### src/rtl/step5_pkg.sv
// Package for the step-of-five counter.
// Holds the nibble width, the step size, the number of preset stages, and
// the selector encoding shared by the stage modules. It assumes the nibble
// modulus (16) is coprime with the step and that the stage count times the
// step stays below the nibble modulus.
package step5_pkg;
    localparam int NIB_W      = 4;
    localparam int STEP       = 5;
    localparam int NUM_STAGES = 3;

    typedef logic [NIB_W-1:0] nib_t;

    // Position of the rotating selector: which preset stage drives the nibble
    typedef enum logic [1:0] {
        SEL_A = 2'd0,
        SEL_B = 2'd1,
        SEL_C = 2'd2
    } sel_e;
endpackage

### src/rtl/step5_down_nib.sv
// One loadable 4-bit down counter of the variable first stage.
// It loads PRESET on synchronous reset and steps down by one, wrapping
// modulo 16, on each cycle where dec is high. It assumes dec is only
// raised on an enabled selector wrap.
module step5_down_nib
    import step5_pkg::*;
#(
    parameter int PRESET = 0
) (
    input  logic clk,
    input  logic rst_n,
    input  logic dec,
    output nib_t q
);
    localparam nib_t LOAD_VAL = nib_t'(PRESET);

    // Load the preset on reset, otherwise count down when told
    always_ff @(posedge clk) begin
        if (!rst_n)
            q <= LOAD_VAL;
        else if (dec)
            q <= q - nib_t'(1);
    end


    dec_step_chk: assert property (@(posedge clk) disable iff (!rst_n)
        dec |=> q == nib_t'($past(q) - nib_t'(1)));


    dec_hold_chk: assert property (@(posedge clk) disable iff (!rst_n)
        !dec |=> $stable(q));
endmodule

### src/rtl/step5_selector.sv
// Modulo-3 selector that rotates through the three preset stages.
// It advances one position per cycle where adv is high and reports, as a
// combinational flag, when the current position is the last one, so that
// the next advance is a wrap. It assumes adv equals the block enable.
module step5_selector
    import step5_pkg::*;
(
    input  logic clk,
    input  logic rst_n,
    input  logic adv,
    output sel_e sel,
    output logic at_last
);
    sel_e sel_nx;

    // Pick the following position in the rotation
    always_comb begin
        sel_nx = SEL_A;
        unique case (sel)
            SEL_A:   sel_nx = SEL_B;
            SEL_B:   sel_nx = SEL_C;
            SEL_C:   sel_nx = SEL_A;
            default: sel_nx = SEL_A;
        endcase
    end

    // Flag the last position so the down counters know when to step
    always_comb at_last = (sel == SEL_C);

    // Hold or rotate the selector
    always_ff @(posedge clk) begin
        if (!rst_n)
            sel <= SEL_A;
        else if (adv)
            sel <= sel_nx;
    end


    sel_wrap_chk: assert property (@(posedge clk) disable iff (!rst_n)
        (adv && sel == SEL_C) |=> sel == SEL_A);


    sel_first_chk: assert property (@(posedge clk) disable iff (!rst_n)
        (adv && sel == SEL_A) |=> sel == SEL_B);


    sel_hold_chk: assert property (@(posedge clk) disable iff (!rst_n)
        !adv |=> $stable(sel));
endmodule

### src/rtl/step5_carry_latch.sv
// Stored-nibble register and magnitude comparator.
// It keeps the nibble currently shown on the output and raises carry when
// the nibble about to be shown is smaller, meaning the low part wrapped
// past 16. It assumes nib_next is the nibble the first stage presents
// after the same edge that loads it.
module step5_carry_latch
    import step5_pkg::*;
(
    input  logic clk,
    input  logic rst_n,
    input  logic upd,
    input  nib_t nib_now,
    input  nib_t nib_next,
    output nib_t held,
    output logic carry
);
    // Compare the incoming nibble against the stored one
    always_comb carry = upd && (nib_next < held);

    // Capture the incoming nibble on every enabled edge
    always_ff @(posedge clk) begin
        if (!rst_n)
            held <= '0;
        else if (upd)
            held <= nib_next;
    end


    held_tracks_chk: assert property (@(posedge clk) disable iff (!rst_n)
        held == nib_now);


    carry_only_on_drop_chk: assert property (@(posedge clk) disable iff (!rst_n)
        carry |=> held < $past(held));
endmodule

### src/rtl/step5_upper.sv
// Upper binary counter of the step-of-five counter.
// It clears on reset and advances by one, wrapping modulo 2^WIDTH, on each
// cycle where inc is high. It assumes inc comes from the nibble comparator.
module step5_upper #(
    parameter int WIDTH = 4
) (
    input  logic             clk,
    input  logic             rst_n,
    input  logic             inc,
    output logic [WIDTH-1:0] q
);
    // Clear or advance the upper count
    always_ff @(posedge clk) begin
        if (!rst_n)
            q <= '0;
        else if (inc)
            q <= q + WIDTH'(1);
    end


    upper_inc_chk: assert property (@(posedge clk) disable iff (!rst_n)
        inc |=> q == WIDTH'($past(q) + WIDTH'(1)));


    upper_hold_chk: assert property (@(posedge clk) disable iff (!rst_n)
        !inc |=> $stable(q));
endmodule

### src/rtl/step5_rotary_counter.sv
// Top of the rotating-preset step-of-five counter.
// Three preset down counters (0, 5, 10) feed a selector-driven multiplexer
// for the low nibble; the stored-nibble comparator advances the upper bits.
// Selector, down counters, stored nibble and upper bits all move on the same
// enabled edge, so count is always a multiple of five modulo 2^(4+UPPER_W).
// It assumes rst_n is held low for at least one edge before counting starts.
module step5_rotary_counter
    import step5_pkg::*;
#(
    parameter int UPPER_W = 4,
    localparam int W      = NIB_W + UPPER_W
) (
    input  logic         clk,
    input  logic         rst_n,
    input  logic         en,
    output logic [W-1:0] count
);
    nib_t               stage_q [NUM_STAGES];
    sel_e               sel;
    logic               at_last;
    logic               stage_dec;
    nib_t               nib_now;
    nib_t               nib_next;
    nib_t               held;
    logic               carry;
    logic [UPPER_W-1:0] upper_q;

    // Down counters step only when the selector wraps on an enabled edge
    always_comb stage_dec = en && at_last;

    // One preset down counter per stage, presets spaced by the step size
    for (genvar gi = 0; gi < NUM_STAGES; gi++) begin : g_stage
        step5_down_nib #(
            .PRESET(gi * STEP)
        ) stage_i (
            .clk  (clk),
            .rst_n(rst_n),
            .dec  (stage_dec),
            .q    (stage_q[gi])
        );
    end

    step5_selector sel_i (
        .clk    (clk),
        .rst_n  (rst_n),
        .adv    (en),
        .sel    (sel),
        .at_last(at_last)
    );

    // Route the selected stage to the low nibble
    always_comb begin
        nib_now = stage_q[0];
        unique case (sel)
            SEL_A:   nib_now = stage_q[0];
            SEL_B:   nib_now = stage_q[1];
            SEL_C:   nib_now = stage_q[2];
            default: nib_now = stage_q[0];
        endcase
    end

    // Nibble shown after the next enabled edge; a wrap also decrements stage A
    always_comb begin
        nib_next = stage_q[1];
        unique case (sel)
            SEL_A:   nib_next = stage_q[1];
            SEL_B:   nib_next = stage_q[2];
            SEL_C:   nib_next = stage_q[0] - nib_t'(1);
            default: nib_next = stage_q[1];
        endcase
    end

    step5_carry_latch cmp_i (
        .clk     (clk),
        .rst_n   (rst_n),
        .upd     (en),
        .nib_now (nib_now),
        .nib_next(nib_next),
        .held    (held),
        .carry   (carry)
    );

    step5_upper #(
        .WIDTH(UPPER_W)
    ) upper_i (
        .clk  (clk),
        .rst_n(rst_n),
        .inc  (carry),
        .q    (upper_q)
    );

    // Join the upper bits to the low nibble
    always_comb count = {upper_q, nib_now};


    step_by_five_chk: assert property (@(posedge clk) disable iff (!rst_n)
        en |=> count == W'($past(count) + W'(STEP)));


    hold_when_idle_chk: assert property (@(posedge clk) disable iff (!rst_n)
        !en |=> $stable(count));


    stage_b_offset_chk: assert property (@(posedge clk) disable iff (!rst_n)
        stage_q[1] == nib_t'(stage_q[0] + nib_t'(STEP)));


    stage_c_offset_chk: assert property (@(posedge clk) disable iff (!rst_n)
        stage_q[2] == nib_t'(stage_q[0] + nib_t'(2 * STEP)));


    reset_clear_chk: assert property (@(posedge clk)
        !rst_n |=> count == '0);
endmodule

### config.mk
export PLATFORM = sky130hd
export DESIGN_NAME = step5_rotary_counter
export DESIGN_NICKNAME = d
export VERILOG_FILES = /design/src/rtl/step5_pkg.sv /design/src/rtl/step5_down_nib.sv /design/src/rtl/step5_selector.sv /design/src/rtl/step5_carry_latch.sv /design/src/rtl/step5_upper.sv /design/src/rtl/step5_rotary_counter.sv
export SDC_FILE = /design/constraint.sdc
export NUM_CORES = 1
export LEC_CHECK = 0
export ABC_AREA = 1
export CAP_MARGIN = 30
export CORE_UTILIZATION = 25
export DETAILED_ROUTE_END_ITERATION = 10
export GPL_TIMING_DRIVEN = 0
export PLACE_DENSITY_LB_ADDON = 0.15
export SLEW_MARGIN = 20
export SYNTH_ARGS = -nofsm -noshare
export SYNTH_HDL_FRONTEND = slang
export SYNTH_HIERARCHICAL = 1
export SYNTH_SLANG_ARGS = --single-unit
export TNS_END_PERCENT = 10
### constraint.sdc
create_clock -name clk -period 3.35 [get_ports clk]
set_clock_uncertainty 0.15 [all_clocks]
set_input_delay 0.5025 -clock clk [delete_from_list [all_inputs] [get_ports clk]]
set_output_delay 0.5025 -clock clk [all_outputs]
set_load 0.01 [all_outputs]
* Word-level counts from Yosys, hierarchy flattened
Index checks and enable logic that the tools add are counted.
** Storage, ports and cells
- Flip-flop bits (word level) :: 22
- Input port bits :: 3
- Output and inout port bits :: 8
- Word-level logic and storage cells :: 19
** Operators by class
- $add $sub $neg :: 4
- Magnitude comparators :: 1
- Equal/unequal tests :: 2
- Mux-type cells :: 3
- Reduce and logical (&&, ||, !) cells :: 3
** Operators with widths (number)
- case mux 4 bit (2 select lines) :: 2
- subtractor 4 x 1 -> 4 bit, second input constant :: 3
- adder 4 x 1 -> 4 bit, second input constant :: 1
- less-than comparator 4 bit :: 1
- case mux 2 bit (2 select lines) :: 1
- equality test 2 x 1 -> 1 bit, second input constant :: 1
- equality test 2 bit, second input constant :: 1
- logical AND 1 bit :: 2
- zero test 2 bit :: 1

* Logic depth before layout (Yosys ltp)
Gate-level depths: netlist of the first run.
- Depth after elaboration :: 4
- Gate-level depth with buffers :: 16
- Gate-level depth less buffers :: 16

* Cells and area by module
The synthesis of the first run kept the hierarchy.
** Modules (own cells, without submodules)
- step5_rotary_counter :: instances 1, cells an instance 50, area an instance 254.0 um^2, sequential area each 0.0 um^2
- step5_carry_latch :: instances 1, cells an instance 30, area an instance 221.5 um^2, sequential area each 80.1 um^2
- step5_down_nib at g_stage[0].stage_i :: instances 1, cells an instance 22, area an instance 178.9 um^2, sequential area each 80.1 um^2
- step5_down_nib at g_stage[2].stage_i :: instances 1, cells an instance 25, area an instance 177.7 um^2, sequential area each 80.1 um^2
- step5_down_nib at g_stage[1].stage_i :: instances 1, cells an instance 23, area an instance 176.4 um^2, sequential area each 80.1 um^2
- step5_upper :: instances 1, cells an instance 22, area an instance 166.4 um^2, sequential area each 80.1 um^2
- step5_selector :: instances 1, cells an instance 12, area an instance 85.1 um^2, sequential area each 40.0 um^2

* Least setup slack after synthesis of the first run
Ideal clock, no wire load.
- Path type :: reg2reg
- Start point :: register sel_i.sel[0]
- End point :: register upper_i.q[3]
- Library setup time :: 113 ps
- Arrival :: 2046 ps
- Data required time :: 3087 ps
- Slack :: 1041 ps
- Cell stages (with the launch flop) :: 15
- Path buffers :: 1
- Period minus slack after synthesis :: 2309 ps
- Cell sequence :: dfxtp_1 -> inv_1 -> ha_1 -> buf_2 -> a21oi_1 -> a21oi_2 -> ha_1 -> nand2_1 -> inv_1 -> a21oi_2 -> nand2_2 -> nor2_2 -> nand2_1 -> nand2_1 -> nor2_1
** On the way
- Longest elaborated chain between the ends :: 4
- Elaborated cells on any way between the ends :: 5
- Classes of those cells :: order compare: 1; eq/ne: 2; mux: 1; reduce/logical: 1
** RTL lines
- from (decl) :: line step5_selector.sv:11 : output sel_e sel,
- from (signal assigned) :: line step5_selector.sv:35 : sel <= sel_nx;
- equality test 2 bit or equality test 2 x 1 -> 1 bit (tied branches) :: line step5_rotary_counter.sv:65 : unique case (sel)
- case mux 4 bit (2 select lines) * :: line step5_rotary_counter.sv:65
- via nib_next[3] :: line step5_rotary_counter.sv:23 : nib_t nib_next;
- less-than comparator 4 bit * :: line step5_carry_latch.sv:18 : always_comb carry = upd && (nib_next < held);
- logical AND 1 bit * :: line step5_carry_latch.sv:18
- via carry :: line step5_rotary_counter.sv:25 : logic carry;
- to (signal assigned) :: line step5_upper.sv:17 : q <= q + WIDTH'(1);
- to (decl) :: line step5_upper.sv:10 : output logic [WIDTH-1:0] q
The timed path passes the listed nets; every way through them passes the cells marked *.
A chain may end at the register's enable or synchronous reset.

* Worst setup path in the final report of the first run
- Start point :: register sel_i.sel[0]
- End point :: output port count[2]
** On the way
- Longest elaborated chain between the ends :: 2
- Elaborated cells on any way between the ends :: 3
- Classes of those cells :: eq/ne: 2; mux: 1
** RTL lines
- equality test 2 bit or equality test 2 x 1 -> 1 bit (tied branches) :: line step5_rotary_counter.sv:54 : unique case (sel)
- case mux 4 bit (2 select lines) * :: line step5_rotary_counter.sv:54
- to (decl) :: line step5_rotary_counter.sv:16 : output logic [W-1:0] count
Mark *: on every way between the ends. The rest lies on a longest branch, timed or not.

==> results.yml, run 1 <==
global_route:
  grt_max_degree: 22
  overflow: 0
  grt_pass1_wl_um: 4491
  track_usage_pct: 11.06
  grt_antenna_before_repair: 0
  grt_pass1_vias: 1015
synth:
  yosysWarnings: 6
  synth_fp_nets: 197
  synth-seq-cells: 22
  syn_area_um2: 1260
  synthCells: 184
  ys_types: 19
  ys_seq_area_share_pct: 34.96
  synth.avg_cell_area_um2: 6.848
cts:
  hold_buffers: 0
  root_buffer: "clkbuf_8"
  clkSinkCount: 22
  clk_pin_slew_ps: 90
  postCtsResizedCells: 0
  cts_made_buffers: 3
  cts_tree: "yes"
  clockBufferDepth: 2
  cts_setup_buffers: 0
  clkLatencyLatePin_ps: 270
  htree_levels: 1
timing:
  maxSlewHeadroom_pct: 48.37
  setup-violations-final: 0
  worst_pin_slew_ps: 772.0
  period_share_pct: 82.97
  worst_slack_ps: 570.4
  period_needed_ps: 2780
  drv_slew: 0
  fin_setup_tns_ps: 0
  rsz0062_at_grt: "false"
  finalHoldViolCount: 0
  max_freq_ghz: 0.3598
cells_and_area:
  post-route-util_pct: 31.32
  nets: 212
  drive_gt1_share_pct: 10.61
  synthToLayoutAreaGrowth_pct: 18.97
  diodes: 0
  fillers: 527
worst_setup_path:
  r2r-start: "sel_i/sel[0]"
  critPathLaunchType: "flop"
  critPathArrivalTime_ps: 2130
  ff2ff_path_depth: 15
  r2r_end: "upper_i/q[3]"
  critPathKind: "reg -> out"
  cp-endpoint: "count[2]"
  cp.required_ps: 2700
  worst-r2r-setup-slack_ps: 700
  worstSetupEndpointType: "output port"
  crit_fanout: 9
  setup.worst_path.start: "sel_i/sel[0]"
placement:
  gp_congestion: 0.7740
  dp_slack_ps: 724.0
  dp.final_hpwl_um: 1958
  io_buffers: 10
die:
  initial_utilization_pct: 26.33
  dieArea_um2: 5328
  io_pins: 11
  core_area_um2: 4786
  die_h_um: 72.99
  rows: 25
  die_w_um: 72.99
drt:
  avgViaCountPerCell: 4.294
  drtIter0Drc: 54
  post_drt_wl_per_cell_um: 10.13
  routed_wl_um: 2685
  vias: 1138
  drc: 0
  ant_nets: 0
  first_pass_iters: 4
worst_hold_path:
  hold_class: "reg -> reg"
power_and_ir_drop:
  powerDensity_nw_per_um2: 437.2
  ir_drop_mv: 0.1597
  p_leak_uw: 0.0006530
run:
  max_cap_violations: 0
run_status:
  status: "complete, no violations"
layout by cell type (no fill, tap or decap):
cell	count
o22ai_1	2
o21ai_1	2
a22oi_1	2
inv_1	27
nand2_2	1
nor2_2	3
o21ai_0	11
ha_1	10
a21oi_2	5
clkdlybuf4s50_1	10
nand2_1	34
nor2_1	25
or2_0	1
nand3_1	10
a21oi_1	20
dfxtp_1	22
o21a_1	1
inv_2	5
nor2_4	2
clkbuf_8	4
buf_2	1
flip-flops by register name (all words and copies together) (netlist names):
register,flops
upper_i/q,4
cmp_i/held,4
g_stage.stage_i/q,12
sel_i/sel,2
Yosys cell counts:
library cell / n / share of area (%)
a22oi_1: 2 / 1.2
o21a_1: 1 / 0.60
nand3_1: 10 / 4.0
or2_0: 1 / 0.50
nor2_4: 2 / 1.8
nor2_1: 25 / 7.4
o21ai_0: 11 / 4.4
o21ai_1: 2 / 0.79
nand2_1: 34 / 10
nand2_2: 1 / 0.50
dfxtp_1: 22 / 35
nor2_2: 3 / 1.5
buf_2: 1 / 0.40
ha_1: 10 / 9.9
o22ai_1: 2 / 0.99
inv_2: 5 / 1.5
a21oi_2: 5 / 3.5
a21oi_1: 20 / 7.9
inv_1: 27 / 8.0
cell type report:
type | count | area, um2 | share of cell area (%)
Buffer | 1 | 5.005 | 0.3339
Timing Repair Buffer | 10 | 100.1 | 6.678
Clock buffer | 4 | 55.05 | 3.673
Inverter | 32 | 120.1 | 8.013
Sequential cell | 22 | 440.4 | 29.38
Tap cell | 67 | 83.83 | 5.593
Multi-Input combinational cell | 129 | 694.4 | 46.33
logic make-up after synthesis:
logic type      share of synthesized area, %
compound gates                         19.36
fa+ha+maj                              9.930
buf+inv                                9.930
flops                                  34.96
simple gates                           25.82
power breakdown:
part / switching [uW] / leakage, uW / internal, uW
combinational: 90.5 / 0.000444 / 67.1
clock: 99.6 / 0.0000288 / 105
sequential: 15.5 / 0.000180 / 277
total: 206 / 0.000653 / 450
routing by layer:
metal  part of all wire (%)  track usage (%)  up-vias
li1                       -                -      619
met4                    3.2            6.754        0
met5                      0                0        -
met2                     41            16.77       13
met3                    2.2            1.934        7
met1                     54            14.56      499
per-stage QoR:
stage	total power, uW	cells	hold slack, ps	area (um2)
final	655.3	265	318.4	1499
after detailed placement	457.3	261	310.1	1444
after CTS	666.1	265	323.3	1499
after floorplan	401.3	184	282.5	1260
after global placement	457.1	261	306.2	1444
after global routing	694.2	265	341.1	1499
how the worst min path moves through the flow:
| stage | endpoint | slack, ps | depth (start not counted) | from |
|---|---|---|---|---|
| 3_3_place_gp | cmp_i/held[3] | 310 | 2 | cmp_i/held[3] |
| 4_1_cts | cmp_i/held[1] | 320 | 2 | cmp_i/held[1] |
| 5_1_grt | cmp_i/held[1] | 340 | 2 | cmp_i/held[1] |
| 3_5_place_dp | cmp_i/held[1] | 310 | 2 | cmp_i/held[1] |
| 2_1_floorplan | cmp_i/held[3] | 280 | 2 | cmp_i/held[3] |
| 6_report | cmp_i/held[1] | 320 | 2 | cmp_i/held[1] |
worst max-delay path: stages, from the launching register on:
cell	delay, ps
dfxtp_1	450
inv_1	70
ha_1	280
buf_2	170
inv_2	120
nor2_1	50
a21oi_1	140
clkdlybuf4s50_1	560
(Power assumes the default switching activity.)
==> run 2, diff against run 1 <==
==> constraint.sdc (replaced) <==
create_clock -name clk -period 2.7 [get_ports clk]
set_clock_uncertainty 0.15 [all_clocks]
set_input_delay 0.405 -clock clk [delete_from_list [all_inputs] [get_ports clk]]
set_output_delay 0.405 -clock clk [all_outputs]
set_load 0.01 [all_outputs]
==> run 2 against run 1 <==
Against the previous run:
- cell count stayed put
- worst setup slack worse by 440 ps
- combinational power is 27% higher
- design area is 1.0% higher
- total power is 25% higher
- critical path depth is 1 lower
- worst hold slack hardly changed
- global-route usage stayed put
- highest routed layer unchanged
==> results.yml, run 2 (synthesis gave the netlist of run 1 again) <==
run_status:
  status: "complete, no violations"
power_and_ir_drop:
  ir_drop_mv: 0.1981
  p_seq_share_pct: 44.4
  switching_power_uw: 258.9
  clkPwrFrac_pct: 31.0
  sw_frac_of_total_pct: 31.61
  p_leak_uw: 0.0006689
  power_frac_comb_pct: 24.6
  powerDensity_nw_per_um2: 540.9
  internal_power_uw: 560.0
drt:
  avgViaCountPerCell: 4.268
  ant_nets: 0
  drc: 0
  drtIter0Drc: 49
  routed_wl_um: 2678
  post_drt_wl_per_cell_um: 10.11
  vias: 1131
  first_pass_iters: 4
cells_and_area:
  top_register: "g_stage.stage_i/q"
  layout_common_cells: "nand2_1 (34), inv_1 (27), nor2_1 (25)"
  largest_register_ffs: 12
  drive_gt1_share_pct: 11.62
  nets: 212
  reg.largest.list: "g_stage.stage_i/q x12, cmp_i/held x4, upper_i/q x4"
  synthToLayoutAreaGrowth_pct: 20.16
  diodes: 0
  final_common_cell: "nand2_1"
worst_setup_path:
  worst-r2r-setup-slack_ps: 220
  max_stage_delay_ps: 560
  critPathKind: "reg -> out"
  critPathLaunchType: "flop"
  critPathArrivalTime_ps: 2010
  worstSetupEndpointType: "output port"
  crit_path_cell_trace: "inv_1 -> ha_1 -> buf_2 -> inv_2 -> o21ai_0 -> clkdlybuf4s50_1"
  cp_slowest_cell: "clkdlybuf4s50_1"
  crit_fanout: 9
  r2r_end: "upper_i/q[3]"
  ff2ff_path_depth: 15
  cp.required_ps: 2140
  r2r-start: "sel_i/sel[0]"
timing:
  rsz0062_at_grt: "false"
  maxSlewHeadroom_pct: 48.71
  setup-violations-final: 0
  fin_setup_tns_ps: 0
  drv_slew: 0
  period_share_pct: 95.01
  whs_ps: 318.2
  period_needed_ps: 2565
  worst_pin_slew_ps: 767.0
  finalHoldViolCount: 0
  max_freq_ghz: 0.3898
worst_hold_path:
  min_path_cells: 2
  hold_class: "reg -> reg"
  min-delay-start: "cmp_i/held[1]"
  hold-path-endpoint: "cmp_i/held[1]"
cts:
  clk_pin_slew_ps: 90
  clockBufferDepth: 2
  root_buffer: "clkbuf_8"
  clkSinkCount: 22
  cts_tree: "yes"
  cts_setup_buffers: 0
  cts_made_buffers: 3
  htree_levels: 1
  hold_buffers: 0
  clkLatencyLatePin_ps: 270
global_route:
  track_usage_pct: 11.06
  grt_antenna_before_repair: 0
  grt_pass1_wl_um: 4491
  overflow: 0
  grt_pass1_vias: 1015
  grt_max_degree: 22
placement:
  io_buffers: 10
  gp_congestion: 0.7740
  dp.final_hpwl_um: 1958
die:
  core_area_um2: 4786
  die_w_um: 72.99
  rows: 25
  die_h_um: 72.99
  io_pins: 11
  initial_utilization_pct: 26.33
  dieArea_um2: 5328
run:
  max_cap_violations: 0
run 2: metrics by stage:
| stage | power [uW] | cells | worst slack [ps] | area [um2] | utilization, % |
|---|---|---|---|---|---|
| 6_report | 818.9 | 265 | 134.7 | 1514 | 31.63 |
| 5_1_grt | 868.1 | 265 | 36.69 | 1514 | 31.63 |
| 4_1_cts | 826.8 | 265 | 64.53 | 1500 | 31.35 |
| 3_5_place_dp | 567.3 | 261 | 73.98 | 1444 | 30.17 |
| 3_3_place_gp | 567.1 | 261 | 78.56 | 1444 | 30.17 |
| 2_1_floorplan | 497.9 | 184 | 390.7 | 1260 | - |
run 2: per-layer routing:
layer	vias to the layer above	GRT usage, %	part of all wire [%]
met2	15	16.77	41
met1	489	14.56	53
met5	-	0	0
met4	0	6.754	3.2
li1	620	-	-
met3	7	1.934	2.8
run 2: how the worst max path moves through the flow:
stage,start,end,slack (ps),cells after the start
global route,sel_i/sel[0],upper_i/q[3],40,15
global placement,sel_i/sel[0],upper_i/q[3],80,15
detailed placement,sel_i/sel[0],upper_i/q[3],70,15
floorplan,sel_i/sel[0],upper_i/q[3],390,14
finish,sel_i/sel[0],count[0],130,6
CTS,sel_i/sel[0],count[2],60,7
run 2: repair_timing:
item                                    in CTS  in global routing
cloned                                       0                  0
endpoints found under the setup margin       1                  2
resized for setup                            1                  3
run 2: critical path: cells and delay by family (launching register included):
kind	cells	cell delay (ps)
adder cells (fa/ha/maj)	1	260
AO/OA/AOI/OAI	1	180
flip-flops	1	400
buffers and inverters	4	890
run 2: area by class of cell:
cell class	count	area, um2
plain buffers	1	5.005
clock buffers	4	55.05
fillers	526	3272
inverters	32	120.1
multi-input cells	129	705.7
flip-flops and latches	22	441.7
well taps	67	83.83
repair buffers	10	102.6
run 2: power groups by stage:
stage | clock network (uW) | registers (uW) | logic [uW]
3_5_place_dp | 0 | 371 | 196
5_1_grt | 270 | 366 | 232
3_3_place_gp | 0 | 371 | 196
6_report | 254 | 364 | 201
4_1_cts | 265 | 364 | 198
2_1_floorplan | 0 | 370 | 128
==> run 3, diff against run 2 <==
--- a/config.mk
+++ b/config.mk
@@ -7,7 +7,7 @@
 export LEC_CHECK = 0
 export ABC_AREA = 1
 export CAP_MARGIN = 30
-export CORE_UTILIZATION = 25
+export CORE_UTILIZATION = 42
 export DETAILED_ROUTE_END_ITERATION = 10
 export GPL_TIMING_DRIVEN = 0
 export PLACE_DENSITY_LB_ADDON = 0.15
==> constraint.sdc (replaced) <==
create_clock -name clk -period 3.01 [get_ports clk]
set_clock_uncertainty 0.15 [all_clocks]
set_input_delay 0.4515 -clock clk [delete_from_list [all_inputs] [get_ports clk]]
set_output_delay 0.4515 -clock clk [all_outputs]
set_load 0.01 [all_outputs]
==> run 3 against run 2 <==
Against the previous run:
- the flow now finishes with violations (design-rule violations)
- cell count shrank 14%
- die area down 40%
- combinational power down 13%
- clock power is 35% lower
- total power fell by 19%
- sequential power down 10%
- global-route usage rose by 6.7 points
- sequential share of layout area is 1.5 points higher
- critical path type unchanged
==> results.yml, run 3 (synthesis gave the netlist of run 1 again) <==
run_status:
  status: "finished, violations left"
  violations: "design-rule violations"
drt:
  routed_wl_um: 2475
  vias: 1162
  first_pass_iters: 7
  post_drt_wl_per_cell_um: 10.81
  avgViaCountPerCell: 5.074
  drc: 3
  drtIter0Drc: 62
  ant_nets: 0
cts:
  root_buffer: "clkbuf_4"
  clk_pin_slew_ps: 120
  postCtsResizedCells: 0
  cts_tree: "yes"
  clkLatencyLatePin_ps: 310
  clockBufferDepth: 2
  hold_buffers: 0
  clkSinkCount: 22
  cts_made_buffers: 3
  cts_setup_buffers: 0
  htree_levels: 1
timing:
  fin_setup_tns_ps: 0
  maxSlewHeadroom_pct: 49.03
  period_share_pct: 92.14
  period_needed_ps: 2773
  finalHoldViolCount: 0
  drv_slew: 0
  worst_slack_ps: 236.6
  whs_ps: 326.0
  rsz0062_at_grt: "false"
  max_freq_ghz: 0.3606
  setup-violations-final: 0
  worst_pin_slew_ps: 762.1
cells_and_area:
  layout_common_cells: "nand2_1 (34), inv_1 (27), nor2_1 (25)"
  nets: 212
  reg.largest.list: "g_stage.stage_i/q x12, cmp_i/held x4, upper_i/q x4"
  drive_gt1_share_pct: 10.61
  largest_register_ffs: 12
  multi_input_area_um2: 694.4
  synthToLayoutAreaGrowth_pct: 13.90
  final_common_cell: "nand2_1"
  seq_area_um2: 440.4
  top_register: "g_stage.stage_i/q"
  diodes: 0
  stdcell_count: 229
  fillers: 283
power_and_ir_drop:
  p_leak_uw: 0.0006452
  ir_drop_mv: 0.2552
  powerDensity_nw_per_um2: 464.5
  p_total_uw: 666.6
worst_setup_path:
  ff2ff_path_depth: 15
  worst-r2r-setup-slack_ps: 400
  critPathArrivalTime_ps: 2170
  crit_fanout: 9
  cp.required_ps: 2410
  r2r_end: "upper_i/q[3]"
  worstSetupEndpointType: "output port"
  critPathLaunchType: "flop"
  r2r-start: "sel_i/sel[0]"
  critPathKind: "reg -> out"
placement:
  dp.cells: 225
  dp.final_hpwl_um: 1873
  dp_slack_ps: 447.8
  io_buffers: 10
  gp_congestion: 0.8853
die:
  core_area_um2: 2805
  rows: 19
  io_pins: 11
  die_h_um: 56.77
  dieArea_um2: 3223
  initial_utilization_pct: 44.92
  die_w_um: 56.77
global_route:
  grt_antenna_before_repair: 0
  grt_pass1_wl_um: 4540
  grt_max_degree: 22
  grt_pass1_vias: 1102
  overflow: 0
  track_usage_pct: 17.79
worst_hold_path:
  hold-path-endpoint: "cmp_i/held[3]"
  min_path_cells: 2
  min-delay-start: "cmp_i/held[3]"
  hold_class: "reg -> reg"
run:
  max_cap_violations: 0
-- run 3: cell count changes in the layout (fill, tap and decap cells not counted), sizes merged --
cell           before  now
dlymetal6s2s        1    0
clkdlybuf4s50       9   10
-- run 3: layer usage --
layer / vias to the layer above / routed length, um / global-route usage (%)
met1: 523 / 1219 / 22.43
met5: - / 0 / 0
li1: 620 / - / -
met2: 17 / 1134 / 29.76
met4: 0 / 16 / 4.181
met3: 2 / 103 / 5.300
-- run 3: final cells by class --
class	count	share of cell area (%)
clock buffers	4	2.528
well taps	31	2.703
plain buffers	1	0.3487
repair buffers	10	6.975
multi-input cells	129	48.39
flip-flops and latches	22	30.69
inverters	32	8.370
-- run 3: worst max-delay path by stage --
stage                       startpoint            to  slack, ps  cells after the start
after floorplan           sel_i/sel[0]  upper_i/q[3]        700                     14
after global placement    sel_i/sel[0]  upper_i/q[3]        490                     15
after detailed placement  sel_i/sel[0]  upper_i/q[3]        450                     15
after CTS                 sel_i/sel[0]      count[0]        240                      6
after global routing      sel_i/sel[0]      count[0]        110                      6
final                     sel_i/sel[0]      count[0]        240                      6
-- run 3: report_power, final --
group	total, uW	leakage (uW)	internal, uW	switching (uW)
sequential	326	0.000180	309	17.6
combinational	174	0.000444	74.7	99.1
clock	166	0.0000210	73.9	92.5
-- run 3: stage by stage --
step / utilization (%) / instance area [um2]
after floorplan: - / 1260
final: 51.16 / 1435
after CTS: 51.16 / 1435
after global routing: 51.16 / 1435
after global placement: 49.87 / 1399
after detailed placement: 49.87 / 1399
-- run 3: worst max-delay path, stage by stage (launching register included) --
cell and delay, ps:
dfxtp_1 460, inv_1 70, ha_1 270, buf_2 180, inv_2 90, o21ai_0 210, clkdlybuf4s50_1 570
